### config.mk
export PLATFORM = sky130hd
export DESIGN_NAME = irq_hub
export DESIGN_NICKNAME = d
export VERILOG_FILES = /design/src/rtl/irq_hub_pkg.sv /design/src/rtl/irq_hub_sync.sv /design/src/rtl/irq_hub_src.sv /design/src/rtl/irq_hub_regs.sv /design/src/rtl/irq_hub_prio.sv /design/src/rtl/irq_hub.sv
export SDC_FILE = /design/constraint.sdc
export NUM_CORES = 1
export LEC_CHECK = 0
export BUFFER_PORTS_ARGS = -buffer_cell sky130_fd_sc_hd__buf_2
export CAP_MARGIN = 25
export CORE_UTILIZATION = 62
export CTS_CLUSTER_SIZE = 30
export DETAILED_ROUTE_END_ITERATION = 10
export PLACE_DENSITY = 0.82
export SLEW_MARGIN = 10
export SYNTH_ARGS = -nofsm -noshare
export SYNTH_HDL_FRONTEND = slang
export SYNTH_SLANG_ARGS = --single-unit
### constraint.sdc
create_clock -name clk -period 8.4 [get_ports clk]
set_input_delay 1.68 -clock clk [delete_from_list [all_inputs] [get_ports clk]]
set_output_delay 1.68 -clock clk [all_outputs]
set_load 0.01 [all_outputs]
### src/rtl/irq_hub_pkg.sv
package irq_hub_pkg;
  // Default shape of the block
  localparam int unsigned DEF_NUM_EXT = 7;
  localparam int unsigned DEF_NUM_INT = 10;
  localparam int unsigned DEF_ID_W    = 5;
  localparam int unsigned DEF_ADDR_W  = 5;
  localparam int unsigned DEF_DATA_W  = 32;

  // Register addresses
  localparam int unsigned REG_STAT  = 0;
  localparam int unsigned REG_EN    = 1;
  localparam int unsigned REG_CRIT  = 2;
  localparam int unsigned REG_POL   = 3;
  localparam int unsigned REG_TRIG  = 4;
  localparam int unsigned SLOT_BASE = 8;

  typedef enum logic [0:0] {
    TRIG_LEVEL = 1'b0,
    TRIG_EDGE  = 1'b1
  } trig_mode_e;
endpackage

### src/rtl/irq_hub_sync.sv
module irq_hub_sync #(
  parameter int unsigned W = 7
) (
  input  logic         clk,
  input  logic         rst_n,
  input  logic [W-1:0] async_in,
  output logic [W-1:0] sync_out
);
  // Two flops per lane, each lane built separately
  for (genvar i = 0; i < int'(W); i++) begin : g_lane
    logic meta_q, stable_q;
    always_ff @(posedge clk or negedge rst_n) begin
      if (!rst_n) begin
        meta_q   <= 1'b0;
        stable_q <= 1'b0;
      end else begin
        meta_q   <= async_in[i];
        stable_q <= meta_q;
      end
    end
    assign sync_out[i] = stable_q;
  end
endmodule

### src/rtl/irq_hub_src.sv
module irq_hub_src #(
  parameter int unsigned N = 17
) (
  input  logic         clk,
  input  logic         rst_n,
  input  logic [N-1:0] raw,
  input  logic [N-1:0] pol,
  input  logic [N-1:0] trig,
  input  logic [N-1:0] clr,
  output logic [N-1:0] status,
  output logic [N-1:0] edge_q
);
  import irq_hub_pkg::*;

  for (genvar i = 0; i < int'(N); i++) begin : g_src
    logic active, prev_q, prev_d, flag_q, flag_d;

    // Active-high view of the request
    assign active = ~(raw[i] ^ pol[i]);

    always_comb begin
      prev_d = active;
      flag_d = flag_q;
      if (clr[i])
        flag_d = 1'b0;
      if (active && !prev_q)
        flag_d = 1'b1;          // a fresh edge beats a same-cycle clear
    end

    always_ff @(posedge clk or negedge rst_n) begin
      if (!rst_n) begin
        prev_q <= 1'b0;
        flag_q <= 1'b0;
      end else begin
        prev_q <= prev_d;
        flag_q <= flag_d;
      end
    end

    assign status[i] = (trig_mode_e'(trig[i]) == TRIG_EDGE) ? flag_q : active;
    assign edge_q[i] = flag_q;
  end
endmodule

### src/rtl/irq_hub_regs.sv
module irq_hub_regs #(
  parameter int unsigned N      = 17,
  parameter int unsigned ID_W   = 5,
  parameter int unsigned ADDR_W = 5,
  parameter int unsigned DATA_W = 32
) (
  input  logic                      clk,
  input  logic                      rst_n,
  input  logic                      wr_en,
  input  logic [ADDR_W-1:0]         addr,
  input  logic [DATA_W-1:0]         wdata,
  input  logic [N-1:0]              status,
  output logic [DATA_W-1:0]         rdata,
  output logic [N-1:0]              en_q,
  output logic [N-1:0]              crit_q,
  output logic [N-1:0]              pol_q,
  output logic [N-1:0]              trig_q,
  output logic [N-1:0][ID_W-1:0]    slot_q,
  output logic [N-1:0]              clr
);
  import irq_hub_pkg::*;

  logic unused_wdata_hi;
  assign unused_wdata_hi = ^wdata[DATA_W-1:N];

  logic en_we, crit_we, pol_we, trig_we, stat_we;
  logic [N-1:0] slot_we;
  logic [N-1:0] en_d, crit_d, pol_d, trig_d;
  logic [N-1:0][ID_W-1:0] slot_d;

  // Write decode
  always_comb begin
    stat_we = wr_en && (addr == ADDR_W'(REG_STAT));
    en_we   = wr_en && (addr == ADDR_W'(REG_EN));
    crit_we = wr_en && (addr == ADDR_W'(REG_CRIT));
    pol_we  = wr_en && (addr == ADDR_W'(REG_POL));
    trig_we = wr_en && (addr == ADDR_W'(REG_TRIG));
    for (int k = 0; k < int'(N); k++)
      slot_we[k] = wr_en && (addr == ADDR_W'(SLOT_BASE + k));
  end

  assign clr = stat_we ? wdata[N-1:0] : '0;

  // Next state
  always_comb begin
    en_d   = en_we   ? wdata[N-1:0] : en_q;
    crit_d = crit_we ? wdata[N-1:0] : crit_q;
    pol_d  = pol_we  ? wdata[N-1:0] : pol_q;
    trig_d = trig_we ? wdata[N-1:0] : trig_q;
    for (int k = 0; k < int'(N); k++)
      slot_d[k] = slot_we[k] ? wdata[ID_W-1:0] : slot_q[k];
  end

  // Registers
  always_ff @(posedge clk or negedge rst_n) begin
    if (!rst_n) begin
      en_q   <= '0;
      crit_q <= '0;
      pol_q  <= '1;
      trig_q <= '0;
    end else begin
      if (en_we)   en_q   <= en_d;
      if (crit_we) crit_q <= crit_d;
      if (pol_we)  pol_q  <= pol_d;
      if (trig_we) trig_q <= trig_d;
    end
  end

  for (genvar k = 0; k < int'(N); k++) begin : g_slot
    always_ff @(posedge clk or negedge rst_n) begin
      if (!rst_n)
        slot_q[k] <= ID_W'(k);
      else if (slot_we[k])
        slot_q[k] <= slot_d[k];
    end
  end

  // Read mux
  always_comb begin
    rdata = '0;
    case (addr)
      ADDR_W'(REG_STAT): rdata[N-1:0] = status;
      ADDR_W'(REG_EN):   rdata[N-1:0] = en_q;
      ADDR_W'(REG_CRIT): rdata[N-1:0] = crit_q;
      ADDR_W'(REG_POL):  rdata[N-1:0] = pol_q;
      ADDR_W'(REG_TRIG): rdata[N-1:0] = trig_q;
      default: begin
        for (int k = 0; k < int'(N); k++)
          if (addr == ADDR_W'(SLOT_BASE + k))
            rdata[ID_W-1:0] = slot_q[k];
      end
    endcase
  end
endmodule

### src/rtl/irq_hub_prio.sv
module irq_hub_prio #(
  parameter int unsigned N    = 17,
  parameter int unsigned ID_W = 5
) (
  input  logic [N-1:0]           req,
  input  logic [N-1:0][ID_W-1:0] slot,
  output logic [ID_W-1:0]        id
);
  localparam int unsigned SPAN = 1 << ID_W;

  logic [SPAN-1:0] req_x;
  assign req_x = {{(SPAN-N){1'b0}}, req};

  // Scan from the last slot down so that the lowest qualifying slot wins
  always_comb begin
    id = '1;
    for (int k = int'(N) - 1; k >= 0; k--)
      if ((slot[k] < ID_W'(N)) && req_x[slot[k]])
        id = slot[k];
  end
endmodule

### src/rtl/irq_hub.sv
module irq_hub #(
  parameter int unsigned NUM_EXT = irq_hub_pkg::DEF_NUM_EXT,
  parameter int unsigned NUM_INT = irq_hub_pkg::DEF_NUM_INT,
  parameter int unsigned ID_W    = irq_hub_pkg::DEF_ID_W,
  parameter int unsigned ADDR_W  = irq_hub_pkg::DEF_ADDR_W,
  parameter int unsigned DATA_W  = irq_hub_pkg::DEF_DATA_W
) (
  input  logic               clk,
  input  logic               rst_n,
  input  logic [NUM_EXT-1:0] ext_irq,
  input  logic [NUM_INT-1:0] int_irq,
  input  logic               wr_en,
  input  logic [ADDR_W-1:0]  addr,
  input  logic [DATA_W-1:0]  wdata,
  output logic [DATA_W-1:0]  rdata,
  output logic               crit_irq,
  output logic               noncrit_irq,
  output logic [ID_W-1:0]    crit_id
);
  localparam int unsigned NUM_SRC = NUM_EXT + NUM_INT;

  // Reset: asserted at once, released on a clock edge
  logic rst_meta_q, rst_n_q;
  always_ff @(posedge clk or negedge rst_n) begin
    if (!rst_n) begin
      rst_meta_q <= 1'b0;
      rst_n_q    <= 1'b0;
    end else begin
      rst_meta_q <= 1'b1;
      rst_n_q    <= rst_meta_q;
    end
  end

  logic [NUM_EXT-1:0] ext_sync;
  logic [NUM_SRC-1:0] raw, status, edge_q, clr;
  logic [NUM_SRC-1:0] en_q, crit_q, pol_q, trig_q, pending;
  logic [NUM_SRC-1:0][ID_W-1:0] slot_q;

  irq_hub_sync #(.W(NUM_EXT)) u_sync (
    .clk      (clk),
    .rst_n    (rst_n_q),
    .async_in (ext_irq),
    .sync_out (ext_sync)
  );

  assign raw = {int_irq, ext_sync};

  irq_hub_src #(.N(NUM_SRC)) u_src (
    .clk    (clk),
    .rst_n  (rst_n_q),
    .raw    (raw),
    .pol    (pol_q),
    .trig   (trig_q),
    .clr    (clr),
    .status (status),
    .edge_q (edge_q)
  );

  irq_hub_regs #(
    .N(NUM_SRC), .ID_W(ID_W), .ADDR_W(ADDR_W), .DATA_W(DATA_W)
  ) u_regs (
    .clk    (clk),
    .rst_n  (rst_n_q),
    .wr_en  (wr_en),
    .addr   (addr),
    .wdata  (wdata),
    .status (status),
    .rdata  (rdata),
    .en_q   (en_q),
    .crit_q (crit_q),
    .pol_q  (pol_q),
    .trig_q (trig_q),
    .slot_q (slot_q),
    .clr    (clr)
  );

  assign pending     = status & en_q;
  assign crit_irq    = |(pending & crit_q);
  assign noncrit_irq = |(pending & ~crit_q);

  irq_hub_prio #(.N(NUM_SRC), .ID_W(ID_W)) u_prio (
    .req  (pending & crit_q),
    .slot (slot_q),
    .id   (crit_id)
  );
endmodule

**After elaboration in Yosys (flattened, before gate mapping)**

Index checks and enable logic that the tools add are counted.

- Bitwise operators: 38
- Eq/ne operators: 21
- Reductions and logical operators: 93
- Order comparisons: 34
- Mux-type cells: 122

Operators by type and width:

| kind | number |
|---|---|
| 2-to-1 mux 5 bit | 34 |
| < comparator 5 x 6 -> 1 bit (second input constant) | 17 |
| binary-select mux 1 bit (select 5 bit) | 17 |
| < comparator 5 bit (second input constant) | 17 |
| 2-to-1 mux 1 bit | 68 |
| case mux 12 bit (5 select lines) | 1 |
| logical AND 1 bit | 56 |
| bitwise AND 17 bit | 3 |
| == test 5 bit (second input constant) | 9 |
| == test 5 x 4 -> 1 bit (second input constant) | 8 |
| nonzero test 2 bit | 17 |
| OR reduction 17 bit | 2 |
| case mux 5 bit (5 select lines) | 1 |
| logical NOT 1 bit | 17 |
| 2-to-1 mux 17 bit | 1 |
| inverter 1 bit | 17 |
| inverter 17 bit | 1 |
| XOR 1 bit | 17 |
| == test 5 x 2 -> 1 bit (second input constant) | 2 |
| == test 5 x 1 -> 1 bit (second input constant) | 1 |
| == test 5 x 3 -> 1 bit (second input constant) | 1 |
| logical NOT 5 bit | 1 |

- Input port bits: 57
- Output and inout bits: 39
- Logic and storage cells: 379
- Flip-flop bits (word level): 203

**Logic depth before layout (Yosys ltp)**

Gate-level depths: netlist (run 1).

- Depth in word-level cells: 25
- Mapped depth: 13
- Depth with buffers taken out: 11

**Hierarchy**

Synthesis (run 1) repeated with hierarchy kept, for this count alone.

- Cell total of the unflattened synthesis: 1,327
- Area total of the unflattened synthesis: 13,939.6 µm²

Modules (own cells, without submodules):

| module | area an instance (µm²) | cells an instance | seq. area each (µm²) | instances |
|---|---|---|---|---|
| irq_hub_regs | 7,848.8 | 643 | 3,891.2 | 1 |
| irq_hub_prio | 3,833.7 | 454 | 0.0 | 1 |
| irq_hub_src | 1,510.2 | 153 | 850.8 | 1 |
| irq_hub_sync | 402.9 | 21 | 350.3 | 1 |
| irq_hub | 344.1 | 56 | 50.0 | 1 |

**Least setup slack after synthesis (run 1)**

OpenSTA, ideal clock, no wires.

- Path type: in2out
- Start point: in int_irq[0]
- End point: out crit_id[0]
- Path buffers: 1
- Data arrival time: 4.268 ns
- Setup slack: 2.452 ns
- Cell stages on the path: 11
- Data required time: 6.720 ns
- Cell sequence: xor2_1 inv_2 a21o_1 mux4_2 o211ai_1 nor2b_1 clkbuf_1 mux2_2 or4_1 a31oi_1 o31ai_1

- Longest elaborated chain between the ends: 25
- Elaborated cells between the ends (all ways): 73
- Those cells by class: mux (52); bitwise (4); reduce/logical (17)

Ends and longest elaborated chain:

| item | line | text |
|---|---|---|
| from (decl) | irq_hub.sv:11 | `input logic [NUM_INT-1:0] int_irq,` |
| XOR 1 bit (*) | irq_hub_src.sv:19 | `assign active = ~(raw[i] ^ pol[i]);` |
| inverter 1 bit (*) | irq_hub_src.sv:19 |  |
| via u_src.g_src[7].active | irq_hub_src.sv:16 | `logic active, prev_q, prev_d, flag_q, flag_d;` |
| 2-to-1 mux 1 bit (*) | irq_hub_src.sv:40 | `assign status[i] = (trig_mode_e'(trig[i]) == TRIG_EDGE) ? flag_q : active;` |
| bitwise AND 17 bit (*) | irq_hub.sv:77 | `assign pending = status & en_q;` |
| bitwise AND 17 bit (*) | irq_hub.sv:82 | `.req (pending & crit_q),` |
| binary-select mux 1 bit (select 5 bit) | irq_hub_prio.sv:18 | `if ((slot[k] < ID_W'(N)) && req_x[slot[k]])` |
| 2-to-1 mux 1 bit (not written as such) | irq_hub_prio.sv:18 |  |
| logical AND 1 bit | irq_hub_prio.sv:18 |  |
| 2-to-1 mux 5 bit (16 in a row) | irq_hub_prio.sv:18 |  |
| 2-to-1 mux 5 bit (*) | irq_hub_prio.sv:18 |  |
| to (decl) | irq_hub.sv:18 | `output logic [ID_W-1:0] crit_id` |

The timed path passes the listed nets; every way through them passes the cells marked *. The select of a mux whose other input is x is not followed.

**Worst setup path in the final report (run 1)**

- Start point: in int_irq[6]
- End point: out crit_id[0]

- Longest elaborated chain between the ends: 25
- Elaborated cells between the ends (all ways): 73
- Those cells by class: mux (52); bitwise (4); reduce/logical (17)

Ends and longest elaborated chain:

| item | line |
|---|---|
| XOR 1 bit (*) | irq_hub_src.sv:19 |
| inverter 1 bit (*) | irq_hub_src.sv:19 |
| via u_src.g_src[13].active | irq_hub_src.sv:16 |
| 2-to-1 mux 1 bit (*) | irq_hub_src.sv:40 |
| bitwise AND 17 bit (*) | irq_hub.sv:77 |
| bitwise AND 17 bit (*) | irq_hub.sv:82 |
| binary-select mux 1 bit (select 5 bit) | irq_hub_prio.sv:18 |
| 2-to-1 mux 1 bit (not written as such) | irq_hub_prio.sv:18 |
| logical AND 1 bit | irq_hub_prio.sv:18 |
| 2-to-1 mux 5 bit (16 in a row) | irq_hub_prio.sv:18 |
| 2-to-1 mux 5 bit (*) | irq_hub_prio.sv:18 |

Marks and branches as above.

==> results of run 1 <==
==> cells by family (layout without fill, tap and decap cells) <==
logic type | after synthesis | after routing | share of synthesized area [%]
AOI/OAI and AO/OA | 338 | 338 | 17.5
other | 2 | 17 | 0.0544
xor gates and xnor gates | 17 | 17 | 1.46
DFF | 203 | 203 | 37.2
buffers and inverters | 158 | 167 | 4.91
muxes | 224 | 224 | 21.6
and+or+nand+nor | 456 | 456 | 17.2
==> routing by layer <==
layer / wire [um] / global-route usage, % / vias up / part of all wire [%]
li1: - / - / 5297 / -
met2: 19300 / 58.5 / 990 / 43
met5: 0 / 0 / - / 0
met4: 2540 / 21.1 / 0 / 5.7
met3: 5960 / 10.5 / 190 / 13
met1: 16900 / 53.9 / 6017 / 38
==> worst max path at each step <==
stage | from | endpoint | slack [ns]
floorplan | rst_n_q | u_regs.crit_q[0] | 2.41
global placement | int_irq[6] | crit_id[0] | 1.38
detailed placement | int_irq[6] | crit_id[0] | 1.33
CTS | int_irq[6] | crit_id[0] | 1.27
global route | int_irq[6] | crit_id[0] | 1.12
finish | int_irq[6] | crit_id[0] | 1.14
==> registers in the layout (all words and copies together) (netlist names) <==
register / count
u_sync.g_lane.meta_q: 7
u_src.g_src.prev_q: 17
u_regs.crit_q: 17
u_regs.slot_q: 85
u_regs.trig_q: 17
u_src.g_src.flag_q: 17
rst_meta_q: 1
u_regs.pol_q: 17
u_regs.en_q: 17
u_sync.g_lane.stable_q: 7
rst_n_q: 1
==> worst max-delay path, cell delays in order <==
cell	delay, ns
buf_2	0.10
xor2_1	0.30
inv_2	0.09
a21o_1	0.47
mux4_2	0.58
mux2i_1	0.15
nor3b_1	0.09
nor2b_1	0.52
mux2_2	0.40
or4_1	0.50
a31oi_1	0.40
o31ai_1	0.13
buf_2	0.15
==> stage by stage <==
stage	power, mW	cell area, um^2	hold slack (ns)	util, %
after floorplan	2.21	13900	0.331	-
final	3.74	15000	0.346	69.0
after CTS	3.70	15000	0.349	68.9
after global routing	3.89	15000	0.354	68.9
after detailed placement	2.57	14200	0.335	65.0
after global placement	2.54	14200	0.334	65.0
==> cell type report <==
class	instances	area, um^2
antenna	1	2.50
clock buffer	31	656
clock inverter	11	201
fill	1690	6780
inverter	42	158
multi-input combinational	1051	8070
sequential	203	5150
tap	280	350
timing repair buffer	83	460
==> Yosys cell counts (27+ instances only) <==
cell / instances
dfrtp_1: 153
mux2_2: 153
nand2_1: 124
nor2_1: 83
clkbuf_1: 81
a21oi_1: 52
dfstp_2: 50
o21ai_0: 50
mux4_2: 44
inv_1: 38
a22oi_1: 37
nand3_1: 36
nor3_1: 36
mux2i_1: 27
==> power groups by stage <==
stage | Combinational, mW | Clock, mW | Sequential, mW
final | 1.11 | 1.13 | 1.50
after global routing | 1.18 | 1.18 | 1.54
after CTS | 1.07 | 1.14 | 1.49
after detailed placement | 1.07 | 0 | 1.50
after global placement | 1.05 | 0 | 1.49
after floorplan | 0.883 | 0 | 1.33
==> Flow_metrics.wiki, run 1 <==
{| class="wikitable"
! Metric !! Value
|-
| Outcome || finished, final reports clean
|-
| Peak supply drop || 225 uV
|-
| Non-Filler Instances || 1702
|-
| Number of pins exceeding their max-slew limit in the final report || 0
|-
| Count of final hold-check violations || 0
|-
| Final net count || 1461
|-
| Cell chosen for the clock root || clkbuf_16
|-
| Distinct cell type count after synthesis || 85
|-
| Count of port buffers added during placement || 65
|-
| Number of buffers added by the clock tree synthesis step || 23
|-
| Top post-synthesis cells by area || dfrtp_1 28%, mux2_2 12%, dfstp_2 9.5%
|-
| Number of clock sinks || 203
|-
| Yosys warns || 0
|-
| CTS tree || done
|-
| Leakage power summed over all cells || 6.20 nW
|-
| Drt initial violations || 1435
|-
| Slack of the critical path || 1.14 ns
|-
| Chip Width || 151 um
|-
| Total power per unit cell area || 249 mW/mm^2
|-
| Via count of the routed design || 12500
|-
| Detailed placer's ending HPWL || 29600 um
|-
| Area fraction of the dominant cell type after synthesis || 27.7%
|-
| Bufs on Longest Clock Path || 3
|-
| Required time reported for the critical path endpoint || 6.72 ns
|-
| Final Routed Wirelength || 44700 um
|-
| Part of the power in the clock network || 30.3%
|-
| Maximum number of pins on one net before global-route repair || 75
|-
| Number of instances in the synthesized netlist || 1398
|-
| Min Tclk post-route || 7.26 ns
|-
| Commonest non-fill, non-tap cells in the layout || 153 x mux2_2, 152 x dfrtp_1, 124 x nand2_1
|-
| Core ar. || 0.0218 mm^2
|-
| Commonest non-fill, non-tap cell in the layout || mux2_2
|-
| DR vias/cell || 7.34
|-
| Launching point of the worst reg2reg path || rst_n_q
|-
| Sequential-to-total area share from yosys stat || 37.2%
|-
| Synthesized area per cell || 9.88 um^2
|-
| DR WL/cell || 26.3 um
|-
| Largest driver fanout on the critical path || 15
|-
| DR pass1 iterations || 7
|-
| Share of total power in sequential cells || 40.2%
|-
| Number of enable-type register cells in the synthesized netlist || 0
|-
| Max-capacitance violation count || 0
|-
| Internal power component || 2.39 mW
|-
| Die area || 0.0229 mm^2
|-
| Latest clock arrival within the worst-skew pair || 0.54 ns
|-
| Class of the worst hold path || flip-flop to flip-flop
|-
| Final setup skew || 0.00602 ns
|-
| Critical path startpoint category || input port
|-
| Initial core utilization || 63.3%
|-
| Worst R2R Setup Slack || 6.45 ns
|-
| Most frequently used flop master after synthesis || dfrtp_1
|-
| Synth-to-Final Area Change || 8.96%
|-
| Sort of element at the end of the critical path || output pin
|-
| Aggregate global routing overflow || 0
|-
| Highest attainable clock frequency || 0.138 GHz
|-
| RD Place Congestion || 1.01
|-
| Number of H-tree levels || 1
|-
| Critical R2R Capture || u_regs.slot_q[57]
|-
| Switching part of the total || 36.2%
|-
| Initial antenna violation count || 2
|-
| Number of I/O pins || 96
|-
| Post_cts resized || 0
|-
| Placed insts || 1659
|-
| First-pass GRT wire length || 68000 um
|-
| Combinational fraction of design power || 29.6%
|-
| Post-synthesis register bit count || 203
|-
| Drt drc || 0
|-
| Unrepaired setup endpoints after global routing || no
|-
| Hold bufs inserted after CTS || 0
|-
| Antenna-violating nets left || 0
|-
| Library cell occupying the most area in the post-synthesis netlist || dfrtp_1
|-
| Worst-case reg-to-reg path depth || 1
|-
| Part of the cycle the worst path needs || 86.4%
|-
| Net load switching power || 1.35 mW
|-
| Fin Setup TNS || 0 ns
|-
| Gr usage total || 39.8%
|-
| Height of the chip || 151 um
|-
| Worst Hold Launch || u_sync.g_lane[3].meta_q
|-
| Max-slew headroom at the worst pin || 28.6%
|-
| Cell area after synthesis || 0.0138 mm^2
|-
| Count of standard-cell rows || 54
|-
| Final Setup Violations || 0
|-
| Worst Hold Endpoint || u_sync.g_lane[3].stable_q
|-
| Transition at the pin with the smallest max-transition slack || 1.07 ns
|-
| CP Data Arrival Time || 5.58 ns
|-
| Worst slack at placement || 1.33 ns
|-
| Number of cells on the worst hold path || 0
|-
| Worst setup path class || input port to output pin
|-
| Via count of the first global-routing pass || 11600
|-
| Fraction of final layout cells with drive strength greater than 1 || 28.2%
|-
| Share of flip-flops with an asynchronous set or reset || 100%
|-
| Postcts setup bufs || 0
|-
| Clock slew at reported path FFs || 0.06 ns
|}
(Power assumes the default switching activity.)
==> run 2, diff against run 1 <==
--- a/config.mk
+++ b/config.mk
@@ -7,10 +7,10 @@
 export LEC_CHECK = 0
 export BUFFER_PORTS_ARGS = -buffer_cell sky130_fd_sc_hd__buf_2
 export CAP_MARGIN = 25
-export CORE_UTILIZATION = 62
+export CORE_UTILIZATION = 50
 export CTS_CLUSTER_SIZE = 30
 export DETAILED_ROUTE_END_ITERATION = 10
-export PLACE_DENSITY = 0.82
+export PLACE_DENSITY = 0.68
 export SLEW_MARGIN = 10
 export SYNTH_ARGS = -nofsm -noshare
 export SYNTH_HDL_FRONTEND = slang
==> constraint.sdc (replaced) <==
create_clock -name clk -period 8.3 [get_ports clk]
set_input_delay 1.66 -clock clk [delete_from_list [all_inputs] [get_ports clk]]
set_output_delay 1.66 -clock clk [all_outputs]
set_load 0.01 [all_outputs]
==> run 2 against run 1 <==
  * Non-clock buffer count increased by 2
  * Power decreased by 1.1%
  * Combinational power is essentially flat
  * First-iteration DRC count grew 15%
  * Highest routed layer unchanged
  * Critical path depth is the same
==> Flow_metrics.wiki, run 2 (same netlist as run 1, synthesis figures left out) <==
{| class="wikitable"
! Metric !! Value
|-
| Height of the chip || 168 um (+11%)
|-
| Number of buffers added by the clock tree synthesis step || 24 (+4.3%)
|-
| Buffer and inverter count on the worst path || 3 (unchanged)
|-
| RD Place Congestion || 1.02 (+1.3%)
|-
| Via count of the first global-routing pass || 11400 (-1.9%)
|-
| Cell chosen for the clock root || clkbuf_16
|-
| Fraction of final layout cells with drive strength greater than 1 || 28.6% (+0.34 points)
|-
| Diode count || 0 (-1)
|-
| Aggregate global routing overflow || 0 (unchanged)
|-
| Number of I/O pins || 96 (unchanged)
|-
| Worst-case reg-to-reg path depth || 2 (+1)
|-
| Net load switching power || 1.37 mW (+1.5%)
|-
| Die area || 0.0283 mm^2 (+24%)
|-
| DR vias/cell || 6.97 (-5.0%)
|-
| Biggest register || u_regs.slot_q
|-
| Synth-to-Final Area Change || 9.73%
|-
| Critical path startpoint category || input port
|-
| Leakage power summed over all cells || 6.22 nW (+0.25%)
|-
| Count of final hold-check violations || 0 (unchanged)
|-
| Core ar. || 0.0270 mm^2 (+24%)
|-
| Commonest non-fill, non-tap cell in the layout || mux2_2
|-
| Critical R2R Capture || u_src.g_src[9].flag_q
|-
| Final setup skew || 0.00961 ns (+0.00359 ns)
|-
| CP Data Arrival Time || 5.49 ns (-0.09 ns)
|-
| Chip Width || 168 um (+11%)
|-
| Postcts setup bufs || 0 (unchanged)
|-
| Initial antenna violation count || 0 (-2)
|-
| Largest register FFs || 85 (unchanged)
|-
| Placed insts || 1720 (+3.7%)
|-
| Largest driver fanout on the critical path || 15 (unchanged)
|-
| Part of the power in the clock network || 28.7% (-1.6 points)
|-
| Final Routed Wirelength || 45800 um (+2.4%)
|-
| Number of H-tree levels || 1 (unchanged)
|-
| Internal power component || 2.33 mW (-2.5%)
|-
| Transition at the pin with the smallest max-transition slack || 1.06 ns (-0.00732 ns)
|-
| Kind of cell adding the most delay to the critical path || simple AND/OR/NAND/NOR gates
|-
| Total power per unit cell area || 244 mW/mm^2 (-1.8%)
|-
| Number of pins exceeding their max-slew limit in the final report || 0 (unchanged)
|-
| Share of total power in sequential cells || 40.9% (+0.7 points)
|-
| Required time reported for the critical path endpoint || 6.64 ns (-0.08 ns)
|-
| Detailed placer's ending HPWL || 30800 um (+4.0%)
|-
| Initial core utilization || 51.1% (-12 points)
|-
| Outcome || finished, final reports clean
|-
| Hold bufs inserted after CTS || 0 (unchanged)
|-
| Min Tclk post-route || 7.15 ns
|-
| Cell with the biggest individual delay on the critical path || mux4_2
|-
| Final net count || 1464 (+0.21%)
|-
| DR pass1 iterations || 6 (-1)
|-
| Antenna-violating nets left || 0 (unchanged)
|-
| Worst Hold Slack || 0.184 ns (-0.163 ns)
|-
| Final Setup Violations || 0 (unchanged)
|-
| Switching part of the total || 37.1% (+0.94 points)
|-
| Launching point of the worst reg2reg path || rst_n_q
|-
| Unrepaired setup endpoints after global routing || no
|-
| CTS tree || done
|-
| Class of the worst hold path || flip-flop to asynchronous set/reset pin
|-
| Commonest non-fill, non-tap cells in the layout || 153 x mux2_2, 152 x dfrtp_1, 124 x nand2_1
|-
| Non-Filler Instances || 1766 (+3.8%)
|-
| Peak supply drop || 177 uV (-21%)
|-
| Worst setup path class || input port to output pin
|-
| Worst setup endpoint || crit_id[0]
|-
| Via count of the routed design || 12300 (-1.4%)
|-
| First-pass GRT wire length || 69800 um (+2.6%)
|-
| Number of clock sinks || 203 (unchanged)
|-
| Drt drc || 0 (unchanged)
|-
| Bufs on Longest Clock Path || 3 (unchanged)
|-
| Ordered list of cells on the worst path || buf_2 -> xor2_1 -> inv_2 -> a21o_1 -> mux4_2 -> mux2i_1 -> nor3b_1 -> nor2b_1 -> mux2_2 -> or4_1 -> a31oi_1 -> o31ai_1 -> buf_2
|-
| Count of standard-cell rows || 60 (+11%)
|-
| Clock slew at reported path FFs || 0.06 ns (about the same)
|-
| Filler instances || 2362 (+40%)
|-
| Combinational fraction of design power || 30.5% (+0.9 points)
|-
| CP most frequent cell || buf_2
|-
| Fin Setup TNS || 0 ns (unchanged)
|-
| Gr usage total || 32.5% (-7.4 points)
|-
| Worst setup path start || int_irq[6]
|-
| CP max stage delay || 0.59 ns (about the same)
|-
| Max-capacitance violation count || 0 (unchanged)
|-
| Post_cts resized || 0 (unchanged)
|-
| Max-slew headroom at the worst pin || 28.8% (+0.24 points)
|-
| Sort of element at the end of the critical path || output pin
|-
| DR WL/cell || 25.9 um (-1.3%)
|-
| Part of the cycle the worst path needs || 86.1%
|-
| Worst R2R Setup Slack || 6.67 ns (+0.22 ns)
|-
| Drt initial violations || 1653 (+15%)
|-
| Highest attainable clock frequency || 0.140 GHz
|-
| Latest clock arrival within the worst-skew pair || 0.55 ns (about the same)
|-
| Count of port buffers added during placement || 65 (unchanged)
|-
| Critical path depth || 13 (unchanged)
|-
| Maximum number of pins on one net before global-route repair || 79 (+5.3%)
|}
## run 2: final cells by class
cell class / count / area (um^2) / area share [%]
well taps: 341 / 427 / 2.82
flip-flops and latches: 203 / 5150 / 34.0
repair buffers: 85 / 523 / 3.45
multi-input cells: 1051 / 8090 / 53.4
clock buffers: 33 / 694 / 4.58
inverters: 42 / 158 / 1.04
clock inverters: 11 / 115 / 0.760
## run 2: layer usage
layer | part of all wire [%] | GRT usage, %
met3 | 9.8 | 5.97
met5 | 0 | 0
met1 | 42 | 45.8
met4 | 4.6 | 14.4
met2 | 44 | 48.8
## run 2: how the worst min path moves through the flow
stage                                 start                   endpoint  slack, ns  depth (start not counted)
finish                              rst_n_q             u_regs.en_q[3]       0.18                          0
global route                        rst_n_q      u_src.g_src[3].prev_q       0.21                          0
CTS                 u_sync.g_lane[3].meta_q  u_sync.g_lane[3].stable_q       0.35                          0
detailed placement  u_sync.g_lane[3].meta_q  u_sync.g_lane[3].stable_q       0.33                          0
global placement    u_sync.g_lane[5].meta_q  u_sync.g_lane[5].stable_q       0.33                          0
floorplan                        rst_meta_q                    rst_n_q       0.33                          0
## run 2: power groups by stage
stage / clock (mW) / sequential, mW / combinational, mW
CTS: 1.08 / 1.50 / 1.10
finish: 1.06 / 1.51 / 1.13
global route: 1.11 / 1.54 / 1.21
global placement: 0 / 1.51 / 1.08
floorplan: 0 / 1.35 / 0.893
detailed placement: 0 / 1.52 / 1.09
## run 2: per-stage QoR
stage / area [um^2] / power, mW / utilization (%) / worst slack [ns]
6_report: 15200 / 3.70 / 56.1 / 1.15
5_1_grt: 15200 / 3.86 / 56.1 / 1.01
4_1_cts: 15100 / 3.68 / 55.9 / 1.20
3_5_place_dp: 14300 / 2.61 / 52.9 / 1.21
3_3_place_gp: 14300 / 2.59 / 52.8 / 1.24
2_1_floorplan: 13900 / 2.24 / - / 2.31
